===== src/rtl/cmd_pkg.sv =====
// Package: shared types for the cycle master absence detector.
// Assumes nothing beyond the standard SystemVerilog type system.
package cmd_pkg;

    // Classified outcome of one clock's strobe inputs.
    typedef enum logic [1:0] {
        EVT_NONE = 2'd0,
        EVT_LOST = 2'd1,
        EVT_RCVD = 2'd2
    } evt_kind_e;

    // Default number of consecutive lost cycles that declares absence.
    localparam int unsigned DEF_LOSS_LIMIT = 255;

endpackage


===== src/rtl/cmd_evt_qual.sv =====
// Module: cmd_evt_qual
// Turns the two raw cycle strobes into a single event class.
// A received strobe wins over a lost strobe in the same clock.
// Assumes the strobes are already synchronous to clk.
module cmd_evt_qual
    import cmd_pkg::*;
(
    input  logic      lost_stb,
    input  logic      rcvd_stb,
    output evt_kind_e evt
);

    // Priority select: received, then lost, then nothing.
    always_comb begin
        if (rcvd_stb)      evt = EVT_RCVD;
        else if (lost_stb) evt = EVT_LOST;
        else               evt = EVT_NONE;
    end

endmodule


===== src/rtl/cmd_loss_cnt.sv =====
// Module: cmd_loss_cnt
// Counts consecutive lost cycles and saturates at LOSS_LIMIT.
// It clears on a received cycle and is held at zero while hold_zero is set.
// It also exports the next count's limit status so that the flag can be
// registered on the same edge. Assumes a synchronous active-low reset.
module cmd_loss_cnt
    import cmd_pkg::*;
#(
    parameter int unsigned LOSS_LIMIT = DEF_LOSS_LIMIT,
    localparam int unsigned CNT_W     = $clog2(LOSS_LIMIT + 1)
) (
    input  logic             clk,
    input  logic             rst_n,
    input  logic             hold_zero,
    input  evt_kind_e        evt,
    output logic [CNT_W-1:0] cnt_q,
    output logic             limit_next
);

    localparam logic [CNT_W-1:0] LIMIT_V = CNT_W'(LOSS_LIMIT);

    logic [CNT_W-1:0] cnt_d;

    // Next-count selection: clear, saturating increment, or hold.
    always_comb begin
        cnt_d = cnt_q;
        if (hold_zero) begin
            cnt_d = '0;
        end else begin
            unique case (evt)
                EVT_RCVD: cnt_d = '0;
                EVT_LOST: cnt_d = (cnt_q == LIMIT_V) ? cnt_q : cnt_q + 1'b1;
                default:  cnt_d = cnt_q;
            endcase
        end
    end

    // Count register with synchronous reset.
    always_ff @(posedge clk) begin
        if (!rst_n) cnt_q <= '0;
        else        cnt_q <= cnt_d;
    end

    // Limit status of the value about to be stored.
    always_comb limit_next = (cnt_d == LIMIT_V);


    cnt_bound_chk: assert property (@(posedge clk) disable iff (!rst_n)
        cnt_q <= LIMIT_V);


    sat_hold_chk: assert property (@(posedge clk) disable iff (!rst_n)
        (cnt_q == LIMIT_V && evt == EVT_LOST && !hold_zero) |=> cnt_q == LIMIT_V);


    off_zero_chk: assert property (@(posedge clk) disable iff (!rst_n)
        hold_zero |=> cnt_q == '0);


    idle_hold_chk: assert property (@(posedge clk) disable iff (!rst_n)
        (evt == EVT_NONE && !hold_zero) |=> $stable(cnt_q));

endmodule


===== src/rtl/cmd_flag_reg.sv =====
// Module: cmd_flag_reg
// Registers the no-cycle-master flag. Force wins over everything else,
// and the detector-off bit suppresses the detected part.
// Assumes limit_next describes the counter value stored on the same edge.
module cmd_flag_reg (
    input  logic clk,
    input  logic rst_n,
    input  logic force_absent,
    input  logic detect_off,
    input  logic limit_next,
    output logic flag_q
);

    logic flag_d;

    // Combine the forced and detected sources.
    always_comb flag_d = force_absent | (~detect_off & limit_next);

    // Flag register with synchronous reset.
    always_ff @(posedge clk) begin
        if (!rst_n) flag_q <= 1'b0;
        else        flag_q <= flag_d;
    end


    force_set_chk: assert property (@(posedge clk) disable iff (!rst_n)
        force_absent |=> flag_q);


    force_over_off_chk: assert property (@(posedge clk) disable iff (!rst_n)
        (force_absent && detect_off) |=> flag_q);


    off_clear_chk: assert property (@(posedge clk) disable iff (!rst_n)
        (detect_off && !force_absent) |=> !flag_q);

endmodule


===== src/rtl/cycle_master_watch.sv =====
// Module: cycle_master_watch (top)
// Decides whether a cycle master is absent from the bus, using the link
// layer's per-cycle lost and received strobes and two host control bits.
// Assumes all inputs are synchronous to clk. The reset is synchronous and
// active low.
module cycle_master_watch
    import cmd_pkg::*;
#(
    parameter int unsigned LOSS_LIMIT = DEF_LOSS_LIMIT
) (
    input  logic clk,
    input  logic rst_n,
    input  logic lost_stb,
    input  logic rcvd_stb,
    input  logic force_absent,
    input  logic detect_off,
    output logic no_cm
);

    localparam int unsigned CNT_W = $clog2(LOSS_LIMIT + 1);

    evt_kind_e        evt;
    logic [CNT_W-1:0] run_cnt;
    logic             at_limit_next;

    cmd_evt_qual u_qual (
        .lost_stb (lost_stb),
        .rcvd_stb (rcvd_stb),
        .evt      (evt)
    );

    cmd_loss_cnt #(.LOSS_LIMIT(LOSS_LIMIT)) u_cnt (
        .clk        (clk),
        .rst_n      (rst_n),
        .hold_zero  (detect_off),
        .evt        (evt),
        .cnt_q      (run_cnt),
        .limit_next (at_limit_next)
    );

    cmd_flag_reg u_flag (
        .clk          (clk),
        .rst_n        (rst_n),
        .force_absent (force_absent),
        .detect_off   (detect_off),
        .limit_next   (at_limit_next),
        .flag_q       (no_cm)
    );


    collision_chk: assert property (@(posedge clk) disable iff (!rst_n)
        (lost_stb && rcvd_stb && !detect_off) |=> run_cnt == '0);


    rcvd_clear_chk: assert property (@(posedge clk) disable iff (!rst_n)
        (rcvd_stb && !force_absent) |=> !no_cm);


    rise_at_limit_chk: assert property (@(posedge clk) disable iff (!rst_n)
        ($rose(no_cm) && !$past(force_absent)) |-> run_cnt == CNT_W'(LOSS_LIMIT));

endmodule


===== config.mk =====
export PLATFORM = sky130hd
export DESIGN_NAME = cycle_master_watch
export DESIGN_NICKNAME = d
export VERILOG_FILES = /design/src/rtl/cmd_pkg.sv /design/src/rtl/cmd_evt_qual.sv /design/src/rtl/cmd_loss_cnt.sv /design/src/rtl/cmd_flag_reg.sv /design/src/rtl/cycle_master_watch.sv
export SDC_FILE = /design/constraint.sdc
export NUM_CORES = 1
export LEC_CHECK = 0
export BUFFER_PORTS_ARGS = -buffer_cell sky130_fd_sc_hd__buf_2
export CORE_AREA = 8 8 45 47
export DETAILED_ROUTE_END_ITERATION = 10
export DIE_AREA = 0 0 53 55
export GPL_TIMING_DRIVEN = 0
export PLACE_DENSITY_LB_ADDON = 0.25
export SLEW_MARGIN = 10
export SYNTH_ARGS = -nofsm -noshare
export SYNTH_HDL_FRONTEND = slang
export SYNTH_SLANG_ARGS = --single-unit

===== constraint.sdc =====
create_clock -name clk -period 2.27 [get_ports clk]
set_input_delay 0.227 -clock clk [delete_from_list [all_inputs] [get_ports clk]]
set_output_delay 0.227 -clock clk [all_outputs]
set_load 0.005 [all_outputs]

== Word-level counts from Yosys, hierarchy flattened ==
Index checks and enable logic that the tools add are counted.

* Add/sub/neg operators: 1
* Multiply operators: 0
* Divide/modulo/power cells: 0
* $lt $le $gt $ge: 0
* Equal/unequal tests: 4
* Shift-type cells: 0
* Multiplexer cells: 5
* Bitwise operators: 3
* Reductions and logical operators: 0

{| class="wikitable"
|+ Operators with widths
! kind !! count
|-
| == test 8 bit (second input constant) || 2
|-
| two-way mux 8 bit || 2
|-
| one-hot mux 8 bit (2 select lines) || 1
|-
| adder 8 x 1 -> 8 bit (second input constant) || 1
|-
| == test 2 x 1 -> 1 bit (second input constant) || 1
|-
| == test 2 bit (second input constant) || 1
|-
| two-way mux 2 bit || 1
|-
| bitwise AND 1 bit || 1
|-
| two-way mux 1 bit || 1
|-
| inverter 1 bit || 1
|-
| OR 1 bit || 1
|}

* Flip-flop bits (word level): 9
* Latch bits: 0
* Bits in writable memories: 0
* ROM bits: 0
* Bits of input ports: 6
* Output and inout port bits: 1
* Word-level logic and storage cells: 15
* Memories: 0

== Longest topological paths before layout ==
Gate-level depths: netlist of run 1.

* Depth after elaboration: 8
* Depth in mapped cells: 6
* Mapped depth without buffers: 6

== Cells and area by module ==
Synthesis of run 1 repeated with hierarchy kept, for this count alone.

* Cells, all modules: 60
* Area, all modules: 546.8 um^2

{| class="wikitable"
|+ By module, submodules not included
! module !! instances !! cells each !! area each (um^2) !! seq. area each (um^2)
|-
| cmd_loss_cnt || 1 || 55 || 484.2 || 160.2
|-
| cmd_flag_reg || 1 || 3 || 41.3 || 20.0
|-
| cmd_evt_qual || 1 || 2 || 21.3 || 0.0
|}

== Worst setup path before layout of run 1 ==
No wires, ideal clock.

* Kind: flip-flop to flip-flop
* From: register u_cnt.cnt_q[0]
* To: register u_flag.flag_q
* Library setup time: 0.084 ns
* Arrival time: 1.879 ns
* Required time: 2.186 ns
* Path slack: 0.306 ns
* Cell stages (with the launch flop): 7
* Buffers on the path: 0
* Clock period less this slack: 1.964 ns
* Cells stage by stage: dfxtp_1 > ha_1 > nand4_2 > o21ba_1 > or2_1 > or4_1 > o31ai_2

* Longest elaborated chain between the ends: 7
* Elaborated cells between the ends (all ways): 8
* Those cells by class: 1 x add/sub; 2 x eq/ne; 3 x mux; 2 x bitwise

{| class="wikitable"
|+ RTL lines
! item !! RTL line !! RTL
|-
| start, declared || cmd_loss_cnt.sv:16 || <nowiki>output logic [CNT_W-1:0] cnt_q,</nowiki>
|-
| start signal, assigned || cmd_loss_cnt.sv:41 || <nowiki>else cnt_q <= cnt_d;</nowiki>
|-
| adder 8 x 1 -> 8 bit or == test 8 bit (tied branches) || cmd_loss_cnt.sv:32 || <nowiki>EVT_LOST: cnt_d = (cnt_q == LIMIT_V) ? cnt_q : cnt_q + 1'b1;</nowiki>
|-
| two-way mux 8 bit || cmd_loss_cnt.sv:32 ||
|-
| one-hot mux 8 bit (2 select lines) * || cmd_loss_cnt.sv:30 || <nowiki>unique case (evt)</nowiki>
|-
| two-way mux 8 bit * || cmd_loss_cnt.sv:27 || <nowiki>if (hold_zero) begin</nowiki>
|-
| == test 8 bit * || cmd_loss_cnt.sv:45 || <nowiki>always_comb limit_next = (cnt_d == LIMIT_V);</nowiki>
|-
| bitwise AND 1 bit * || cmd_flag_reg.sv:17 || <nowiki>always_comb flag_d = force_absent | (~detect_off & limit_next);</nowiki>
|-
| OR 1 bit * || cmd_flag_reg.sv:17 ||
|-
| end signal, assigned || cmd_flag_reg.sv:22 || <nowiki>else flag_q <= flag_d;</nowiki>
|-
| end, declared || cmd_flag_reg.sv:11 || <nowiki>output logic flag_q</nowiki>
|}

Mark *: on every way between the ends. The rest lies on a longest branch, timed or not.
A chain may end at the register's enable or synchronous reset.

== Worst setup path in the final report of run 1 ==
Ends and elaborated chain as after synthesis.

==> results of run 1 <==
-- critical path: stages, from the launching register on --
cell and delay [ns]:
dfxtp_2 0.39, ha_2 0.25, nand4_2 0.12, o21ba_1 0.23, or2_1 0.24, or4_1 0.56
o31ai_2 0.18
-- Yosys cell counts, types with 2 or more instances --
| cell | instances | area [µm²] |
|---|---|---|
| nand4_1 | 2 | 12.51 |
| o31ai_1 | 2 | 15.01 |
| nor2_1 | 10 | 37.54 |
| xor2_1 | 2 | 17.52 |
| mux2i_1 | 2 | 20.02 |
| nand2_1 | 4 | 15.01 |
| nand3_1 | 4 | 20.02 |
| dfxtp_1 | 9 | 180.2 |
| inv_1 | 3 | 11.26 |
-- registers in the layout (all words and copies together), names as in the netlist --
signal,count
u_cnt.cnt_q,8
u_flag.flag_q,1
-- power groups by stage --
stage / clock network [mW] / logic, mW / registers (mW)
after floorplan: 0 / 0.00749 / 0.164
after global placement: 0 / 0.0158 / 0.164
after detailed placement: 0 / 0.0157 / 0.164
after CTS: 0.131 / 0.0159 / 0.161
after global routing: 0.139 / 0.0172 / 0.161
final: 0.125 / 0.0157 / 0.161
-- worst max path at each step --
stage                               from       endpoint  slack (ns)  depth (start not counted)
after global placement    u_cnt.cnt_q[0]  u_flag.flag_q        0.14                          6
after floorplan           u_cnt.cnt_q[0]  u_flag.flag_q        0.31                          6
after global routing      u_cnt.cnt_q[0]  u_flag.flag_q        0.09                          6
after detailed placement  u_cnt.cnt_q[0]  u_flag.flag_q        0.12                          6
after CTS                 u_cnt.cnt_q[0]  u_flag.flag_q        0.09                          6
final                     u_cnt.cnt_q[0]  u_flag.flag_q        0.22                          6
-- per-layer routing --
metal | up-vias | wire length [µm] | global-route usage, %
met1 | 184 | 442 | 8.980
li1 | 222 | - | -
met2 | 8 | 441 | 12.50
met4 | 0 | 25 | 3.879
met3 | 4 | 69 | 5.080
met5 | - | 0 | 0
-- area by class of cell --
class                      count  area (µm²)
buffer                         2       8.758
clock buffer                   3       22.52
clock inverter                 1       5.005
fill                         149       823.3
inverter                       3       11.26
multi-input combinational     42       281.5
sequential                     9       181.4
tap                           16       20.02
timing repair buffer           6       30.03
-- per-stage QoR --
stage | hold WS (ns) | instances | instance area, µm² | utilization, % | worst slack, ns
2_1_floorplan | 0.3451 | 56 | 479.2 | - | 0.3063
6_report | 0.1606 | 82 | 560.5 | 40.51 | 0.2233
5_1_grt | 0.1601 | 82 | 560.5 | 40.51 | 0.09062
3_3_place_gp | 0.4358 | 78 | 529.3 | 38.25 | 0.1409
4_1_cts | 0.1608 | 82 | 556.8 | 40.24 | 0.09084
3_5_place_dp | 0.4356 | 78 | 529.3 | 38.25 | 0.1174
-- placed cells by master (no fill, tap or decap), types with 2 or more instances in the layout --
master,netlist,routed
dfxtp_1,9,8
nand2_1,4,4
buf_2,0,6
clkbuf_4,0,3
mux2i_1,2,2
xor2_1,2,2
nand4_1,2,2
inv_1,3,3
o31ai_1,2,2
nor2_1,10,10
nand3_1,4,4
-- timing repair --
action                                  CTS  global route
endpoints found under the setup margin    0             1
endpoints found under the hold margin     0             0
resized for setup                         0             2
-- cells by family after synthesis --
group / after synthesis / share of synthesized area [%]
AO/OA/AOI/OAI: 10 / 17.49
XOR/XNOR: 3 / 5.484
adder cells (fa/ha/maj): 1 / 2.611
buffers and inverters: 5 / 4.176
flip-flops: 9 / 37.60
multiplexers: 2 / 4.178
AND/OR/NAND/NOR: 26 / 28.46
==> impl_metrics.csv, run 1 <==
group,metric,value,unit
timing,skew,0.004525,ns
worst_setup_path,crit_type,"reg -> reg",
clocking,cts_buffers,3,
worst_setup_path,cp.required,2.46,ns
final_layout,syn_to_final_growth,16.97,%
synth,yosys_warnings,0,
final_layout,final_nets,74,
clocking,clock_sink_count,9,
detailed_routing,drt_iter0_markers,5,
detailed_routing,vias,418,
timing,finalCritPeriodShare,90.16,%
floorplan,fp.dieArea,2915,µm²
floorplan,core_region_area,1384,µm²
worst_setup_path,r2r_end,"u_flag.flag_q",
synth,seq_area_frac_synth,37.60,%
hold_path,hold_path_end,"u_flag.flag_q",
clocking,hold_buffers,0,
grt,grt_overflow_total,0,
grt,grt_max_degree,8,
synth,synth_cells,56,
timing,maxSlewHeadroom,76.44,%
clocking,cts_tree,"built",
detailed_routing,wl,979,µm
detailed_routing,first_pass_iters,5,
worst_setup_path,cp.arrival,2.23,ns
hold_path,min_path_type,"in -> reg",
detailed_routing,wl_per_cell,11.94,µm
placement,place_congestion,0.8043,
timing,worst_pin_slew,0.3505,ns
timing,fin_tns_setup,0,ns
synth,syn-cell-area,479.2,µm²
grt,grt_antenna_before_repair,0,
worst_setup_path,rrSetupSlack,0.22,ns
power,ir_worst_vdd,0.3347,mV
floorplan,fp-row-count,14,
timing,hold_viol,0,
worst_setup_path,start_kind,"register",
worst_setup_path,rr_startpoint,"u_cnt.cnt_q[0]",
timing,setup_viol,0,
worst_setup_path,cp_max_fo,7,
worst_setup_path,ff2ff_path_depth,6,
clocking,clk_latency,0.27,ns
final_layout,drive_above_1_share,25.76,%
floorplan,dieWidth,53,µm
power,power,0.3014,mW
grt,grt_pass1_vias,397,
floorplan,ios,7,
detailed_routing,route.detailed.drc,0,
synth,synth_seq_cells,9,
detailed_routing,via_per_inst,5.098,
power,power.switching,0.06916,mW
power,p_leak,0.2136,nW
timing,max_freq,488.6,MHz
power,intPower,0.2322,mW
clocking,h-tree-depth,1,
detailed_routing,route.antenna.remaining_nets,0,
timing,period_minus_slack,2.047,ns
timing,rsz0062_at_grt,"false",
synth,syn_nets,63,
timing,slew_viol_final,0,
floorplan,die_h,55,µm
final_layout,n_antenna_cell,0,
grt,grtUsageTotal,8.256,%
synth,async_flop_share,0,%
hold_path,min_path_cells,3,
power,p_seq_share,53.4,%
power,switching_share,22.95,%
synth,synth-edff-count,0,
hold_path,worstHoldStart,"force_absent",
job,max_cap_viol_count,0,
clocking,clk_path_buf_depth,2,
clocking,clkTransAtPathRegs,0.06,ns
power,powerDensity,537.7,nW/µm²
synth,syn_avg_cell_area,8.557,µm²
synth,synth_cell_types,27,
clocking,post-cts-setup-buffers,0,
synth,synth_top_flop_cell,"dfxtp_1",
clocking,cts_root_buf,"clkbuf_4",
outcome,outcome,"complete, no violations",
worst_setup_path,cp-end-kind,"register",
power,p_clk_share,41.4,%
grt,grt_pass1_wl,1.725,mm
placement,io_buffers,6,
floorplan,start_util,34.63,%
power,combPwrFrac,5.2,%
Power figures use the tool's default switching activity.
==> run 2, diff against run 1 <==
--- a/config.mk
+++ b/config.mk
@@ -6,9 +6,9 @@
 export NUM_CORES = 1
 export LEC_CHECK = 0
 export BUFFER_PORTS_ARGS = -buffer_cell sky130_fd_sc_hd__buf_2
-export CORE_AREA = 8 8 45 47
+export CORE_MARGIN = 8
+export CORE_UTILIZATION = 34
 export DETAILED_ROUTE_END_ITERATION = 10
-export DIE_AREA = 0 0 53 55
 export GPL_TIMING_DRIVEN = 0
 export PLACE_DENSITY_LB_ADDON = 0.25
 export SLEW_MARGIN = 10
==> impl_metrics.csv, run 2 (same netlist as run 1, synthesis figures left out) <==
group,metric,value,unit
outcome,outcome,"complete, no violations",
final_layout,syn_to_final_growth,17.49,%
grt,grtUsageTotal,8.098,%
detailed_routing,wl_per_cell,12.31,µm
final_layout,reg.largest.list,"u_cnt.cnt_q: 8 flops, u_flag.flag_q: 1 flops",
timing,fin_tns_setup,0,ns
worst_setup_path,cp.required,2.45,ns
detailed_routing,drt-met1-wl,469,µm
power,p_leak,0.2125,nW
timing,rsz0062_at_grt,"false",
clocking,clkTransAtPathRegs,0.06,ns
final_layout,final_nets,74,
detailed_routing,drt_iter0_markers,10,
worst_setup_path,cp-end-kind,"register",
final_layout,nFillCells,145,
grt,grt_pass1_wl,1.669,mm
power,p_seq_share,53.7,%
floorplan,start_util,36.37,%
final_layout,top_register,"u_cnt.cnt_q",
power,switching_share,21.65,%
clocking,cts_root_buf,"clkbuf_4",
timing,skew,0.004442,ns
grt,grt_antenna_before_repair,0,
final_layout,final_cell_mix,"nor2_1 (10), dfxtp_1 (8), buf_2 (6)",
detailed_routing,vias,422,
worst_setup_path,slowest_stage,"or4_1",
timing,slew_viol_final,0,
worst_setup_path,rrSetupSlack,0.20,ns
power,power,0.2997,mW
floorplan,fp-row-count,13,
detailed_routing,via_per_inst,5.210,
worst_setup_path,start_kind,"register",
grt,grt_overflow_total,0,
worst_setup_path,path_delay_family,"simple AND/OR/NAND/NOR gates",
detailed_routing,route.detailed.drc,0,
timing,setup_viol,0,
power,ir_worst_vdd,0.2391,mV
detailed_routing,wl_met3,117,µm
clocking,clk_path_buf_depth,2,
detailed_routing,route.antenna.remaining_nets,0,
clocking,clk_latency,0.26,ns
clocking,post-cts-setup-buffers,0,
worst_setup_path,cp.arrival,2.25,ns
timing,worst_pin_slew,0.3025,ns
hold_path,min_path_type,"in -> reg",
worst_setup_path,cp_slowest_stage_delay,0.57,ns
worst_setup_path,crit_buf_inv,0,
timing,post-route-worst-setup-slack,0.2042,ns
power,power.switching,0.06486,mW
timing,max_freq,484.1,MHz
floorplan,core_region_area,1318,µm²
floorplan,ios,7,
detailed_routing,wl,997,µm
final_layout,largest_reg_flops,8,
grt,grt_pass1_vias,376,
final_layout,drive_above_1_share,25.76,%
power,powerDensity,532.2,nW/µm²
timing,finalCritPeriodShare,91.00,%
placement,dp_hpwl,760.7,µm
grt,grt_max_degree,8,
floorplan,die_h,53.54,µm
timing,period_minus_slack,2.066,ns
clocking,clock_sink_count,9,
clocking,cts_resized,0,
detailed_routing,top_layer,"met3",
final_layout,n_antenna_cell,0,
worst_setup_path,crit_type,"reg -> reg",
timing,maxSlewHeadroom,79.58,%
job,max_cap_viol_count,0,
placement,place_congestion,0.8301,
clocking,hold_buffers,0,
placement,io_buffers,6,
clocking,cts_tree,"built",
clocking,h-tree-depth,1,
detailed_routing,first_pass_iters,4,
detailed_routing,dr_wl_met2,409,µm
worst_setup_path,cp_max_fo,7,
floorplan,dieWidth,53.54,µm
final_layout,layout_commonest_cell,"nor2_1",
timing,hold_viol,0,
worst_setup_path,cp_cell_sequence,"ha_2 -> nand4_2 -> o21ba_1 -> or2_1 -> or4_1 -> o31ai_2",
floorplan,fp.dieArea,2867,µm²
placement,dp_slack,0.08008,ns
power,intPower,0.2348,mW
power,p_clk_share,41.0,%
clocking,cts_buffers,3,
power,combPwrFrac,5.3,%
-- run 2: through the flow --
stage / util (%) / hold WS (ns) / cell area (µm²) / instances
CTS: 42.07 / 0.1673 / 554.3 / 81
floorplan: - / 0.3451 / 479.2 / 56
finish: 42.74 / 0.1703 / 563.0 / 81
global route: 42.74 / 0.1807 / 563.0 / 81
global placement: 40.08 / 0.4330 / 528.0 / 77
detailed placement: 40.08 / 0.4449 / 528.0 / 77
-- run 2: power groups by stage --
stage	Clock, mW	Sequential, mW	Combinational (mW)
after floorplan	0	0.164	0.00749
after global placement	0	0.164	0.0155
after detailed placement	0	0.164	0.0158
after CTS	0.131	0.161	0.0158
after global routing	0.135	0.161	0.0180
final	0.123	0.161	0.0158
-- run 2: worst min-delay path, cell delays in order --
cell     delay (ns)
buf_2          0.07
nand2_1        0.05
o31ai_2        0.05
-- run 2: layout make-up --
class / instances / area [µm²] / area share, %
tap: 15 / 18.77 / 3.333
timing repair buffer: 6 / 30.03 / 5.333
sequential: 9 / 181.4 / 32.22
buffer: 2 / 8.758 / 1.556
multi-input combinational: 42 / 286.5 / 50.89
clock buffer: 4 / 26.28 / 4.667
inverter: 3 / 11.26 / 2.000
-- run 2: final timing paths --
kind	start	end	cells after the start
max	u_cnt.cnt_q[0]	u_flag.flag_q	6
max reg2reg	u_cnt.cnt_q[0]	u_flag.flag_q	6
min reg2reg	u_cnt.cnt_q[7]	u_cnt.cnt_q[6]	1
min	force_absent	u_flag.flag_q	3
-- run 2: per-layer routing --
metal | track usage (%) | up-vias
li1 | - | 222
met1 | 9.906 | 183
met2 | 11.33 | 17
met3 | 6.061 | 0
met4 | 1.261 | 0
met5 | 0 | -
==> run 3, diff against run 2 <==
--- a/config.mk
+++ b/config.mk
@@ -6,9 +6,10 @@
 export NUM_CORES = 1
 export LEC_CHECK = 0
 export BUFFER_PORTS_ARGS = -buffer_cell sky130_fd_sc_hd__buf_2
-export CORE_MARGIN = 8
-export CORE_UTILIZATION = 34
+export CORE_AREA = 8 8 45 47
 export DETAILED_ROUTE_END_ITERATION = 10
+export DIE_AREA = 0 0 53 55
+export GPL_ROUTABILITY_DRIVEN = 0
 export GPL_TIMING_DRIVEN = 0
 export PLACE_DENSITY_LB_ADDON = 0.25
 export SLEW_MARGIN = 10
==> constraint.sdc (replaced) <==
create_clock -name clk -period 1.8 [get_ports clk]
set_input_delay 0.18 -clock clk [delete_from_list [all_inputs] [get_ports clk]]
set_output_delay 0.18 -clock clk [all_outputs]
set_load 0.005 [all_outputs]
==> impl_metrics.csv, run 3 (same netlist as run 1, synthesis figures left out) <==
group,metric,value,unit
outcome,outcome,"finished with violations",
outcome,violations,"setup timing",
power,ir_worst_vdd,0.3362,mV
final_layout,n_antenna_cell,0,
final_layout,final_cell_mix,"nor2_1 (10), buf_2 (6), dfxtp_1 (6)",
final_layout,top_register,"u_cnt.cnt_q",
final_layout,drive_above_1_share,39.44,%
detailed_routing,vias,461,
grt,grt-busiest-layer,"met2",
timing,post-route-worst-setup-slack,-0.02843,ns
floorplan,core_region_area,1384,µm²
power,p_leak,0.2470,nW
placement,dp_hpwl,822.3,µm
timing,slew_viol_final,0,
final_layout,layout_commonest_cell,"nor2_1",
job,max_cap_viol_count,0,
worst_setup_path,startpoint,"u_cnt.cnt_q[1]",
detailed_routing,drt_iter0_markers,16,
grt,grt_overflow_total,0,
floorplan,ios,7,
hold_path,hold_path_end,"u_flag.flag_q",
power,power,0.3795,mW
timing,skew,0.001330,ns
worst_setup_path,cp.required,1.98,ns
grt,grtUsageMet1,10.41,%
floorplan,start_util,34.63,%
timing,period_minus_slack,1.828,ns
placement,io_buffers,6,
worst_setup_path,rrSetupSlack,-0.03,ns
clocking,cts_tree,"built",
timing,hold_viol,0,
worst_setup_path,crit_type,"reg -> reg",
clocking,cts_root_buf,"clkbuf_4",
floorplan,fp.dieArea,2915,µm²
grt,grt_max_degree,8,
worst_setup_path,ff2ff_path_depth,6,
clocking,clock_sink_count,9,
floorplan,fp-row-count,14,
power,powerDensity,562.7,nW/µm²
floorplan,dieWidth,53,µm
detailed_routing,first_pass_iters,4,
timing,max_freq,546.9,MHz
final_layout,final_nets,79,
detailed_routing,route.detailed.drc,0,
worst_setup_path,cp_max_fo,4,
clocking,clkTransAtPathRegs,0.06,ns
detailed_routing,route.antenna.remaining_nets,0,
grt,grtUsageTotal,8.329,%
detailed_routing,wl,1.132,mm
clocking,hold_buffers,0,
worst_setup_path,cp.arrival,2.01,ns
clocking,cts_buffers,3,
clocking,h-tree-depth,1,
placement,post_dp_cell_area,546.8,µm²
final_layout,syn_to_final_growth,40.73,%
detailed_routing,via_per_inst,5.299,
clocking,clk_path_buf_depth,2,
grt,grt_pass1_wl,1.821,mm
timing,setup_viol,1,
hold_path,min_path_cells,3,
grt,use_met3,2.139,%
final_layout,largest_reg_flops,8,
clocking,clk_latency,0.26,ns
grt,grt_util_met2,13.09,%
worst_setup_path,r2r_end,"u_flag.flag_q",
timing,rsz0062_at_grt,"true",
hold_path,min_path_type,"in -> reg",
final_layout,reg.largest.list,"u_cnt.cnt_q: 8 flops, u_flag.flag_q: 1 flops",
detailed_routing,wl_per_cell,13.01,µm
grt,grt_pass1_vias,413,
grt,grt_antenna_before_repair,0,
timing,finalCritPeriodShare,101.6,%
timing,maxSlewHeadroom,77.38,%
worst_setup_path,rr_startpoint,"u_cnt.cnt_q[1]",
floorplan,die_h,55,µm
timing,worst_pin_slew,0.3351,ns
hold_path,worstHoldStart,"force_absent",
worst_setup_path,cp-end-kind,"register",
worst_setup_path,start_kind,"register",
final_layout,nFillCells,133,
final_layout,fin_area,674.4,µm²
[run 3: worst max-delay path by stage]
| stage | end | cells past startpoint |
|---|---|---|
| floorplan | u_flag.flag_q | 6 |
| global placement | u_flag.flag_q | 6 |
| detailed placement | u_flag.flag_q | 6 |
| CTS | u_flag.flag_q | 6 |
| global route | u_flag.flag_q | 6 |
| finish | u_flag.flag_q | 6 |
[run 3: per-stage QoR]
step	utilization (%)	cells	hold WS (ns)	TNS [ns]	setup slack (ns)
floorplan	-	56	0.2981	0	0.008660
global placement	39.51	78	0.3863	-0.1140	-0.1140
detailed placement	39.51	78	0.4001	-0.1335	-0.1335
CTS	45.93	85	0.1314	-0.009869	-0.009869
global route	48.73	87	0.1319	-0.07637	-0.07637
finish	48.73	87	0.1276	-0.02843	-0.02843
[run 3: layer usage]
layer	up-vias	wire length [µm]
li1	234	-
met1	212	527
met5	-	0
met4	0	16
met3	2	78
met2	13	510
[run 3: what timing repair did]
item,in CTS,in global routing
pin swaps,5,2
setup endpoints to repair,1,1
setup buffers,3,2
resized for setup,8,4
endpoints found under the hold margin,0,0
[run 3: layout make-up]
cell class	instances	area (µm²)	area share, %
multi-input combinational	42	349.1	51.76
clock buffer	4	26.28	3.896
inverter	3	11.26	1.670
timing repair buffer	11	67.56	10.02
buffer	2	11.26	1.670
sequential	9	188.9	28.01
tap	16	20.02	2.968
[run 3: report_power, final]
group | leakage [nW] | total, mW | internal, mW | switching, mW
combinational | 0.157 | 0.0238 | 0.0111 | 0.0126
sequential | 0.0749 | 0.200 | 0.199 | 0.00103
clock | 0.0150 | 0.156 | 0.0855 | 0.0707
[run 3: critical path: stages, from the launching register on]
cell,delay [ns]
dfxtp_4,0.36
ha_4,0.17
nand4_4,0.11
o21ba_4,0.22
or2_1,0.22
or4_4,0.49
o31ai_2,0.17
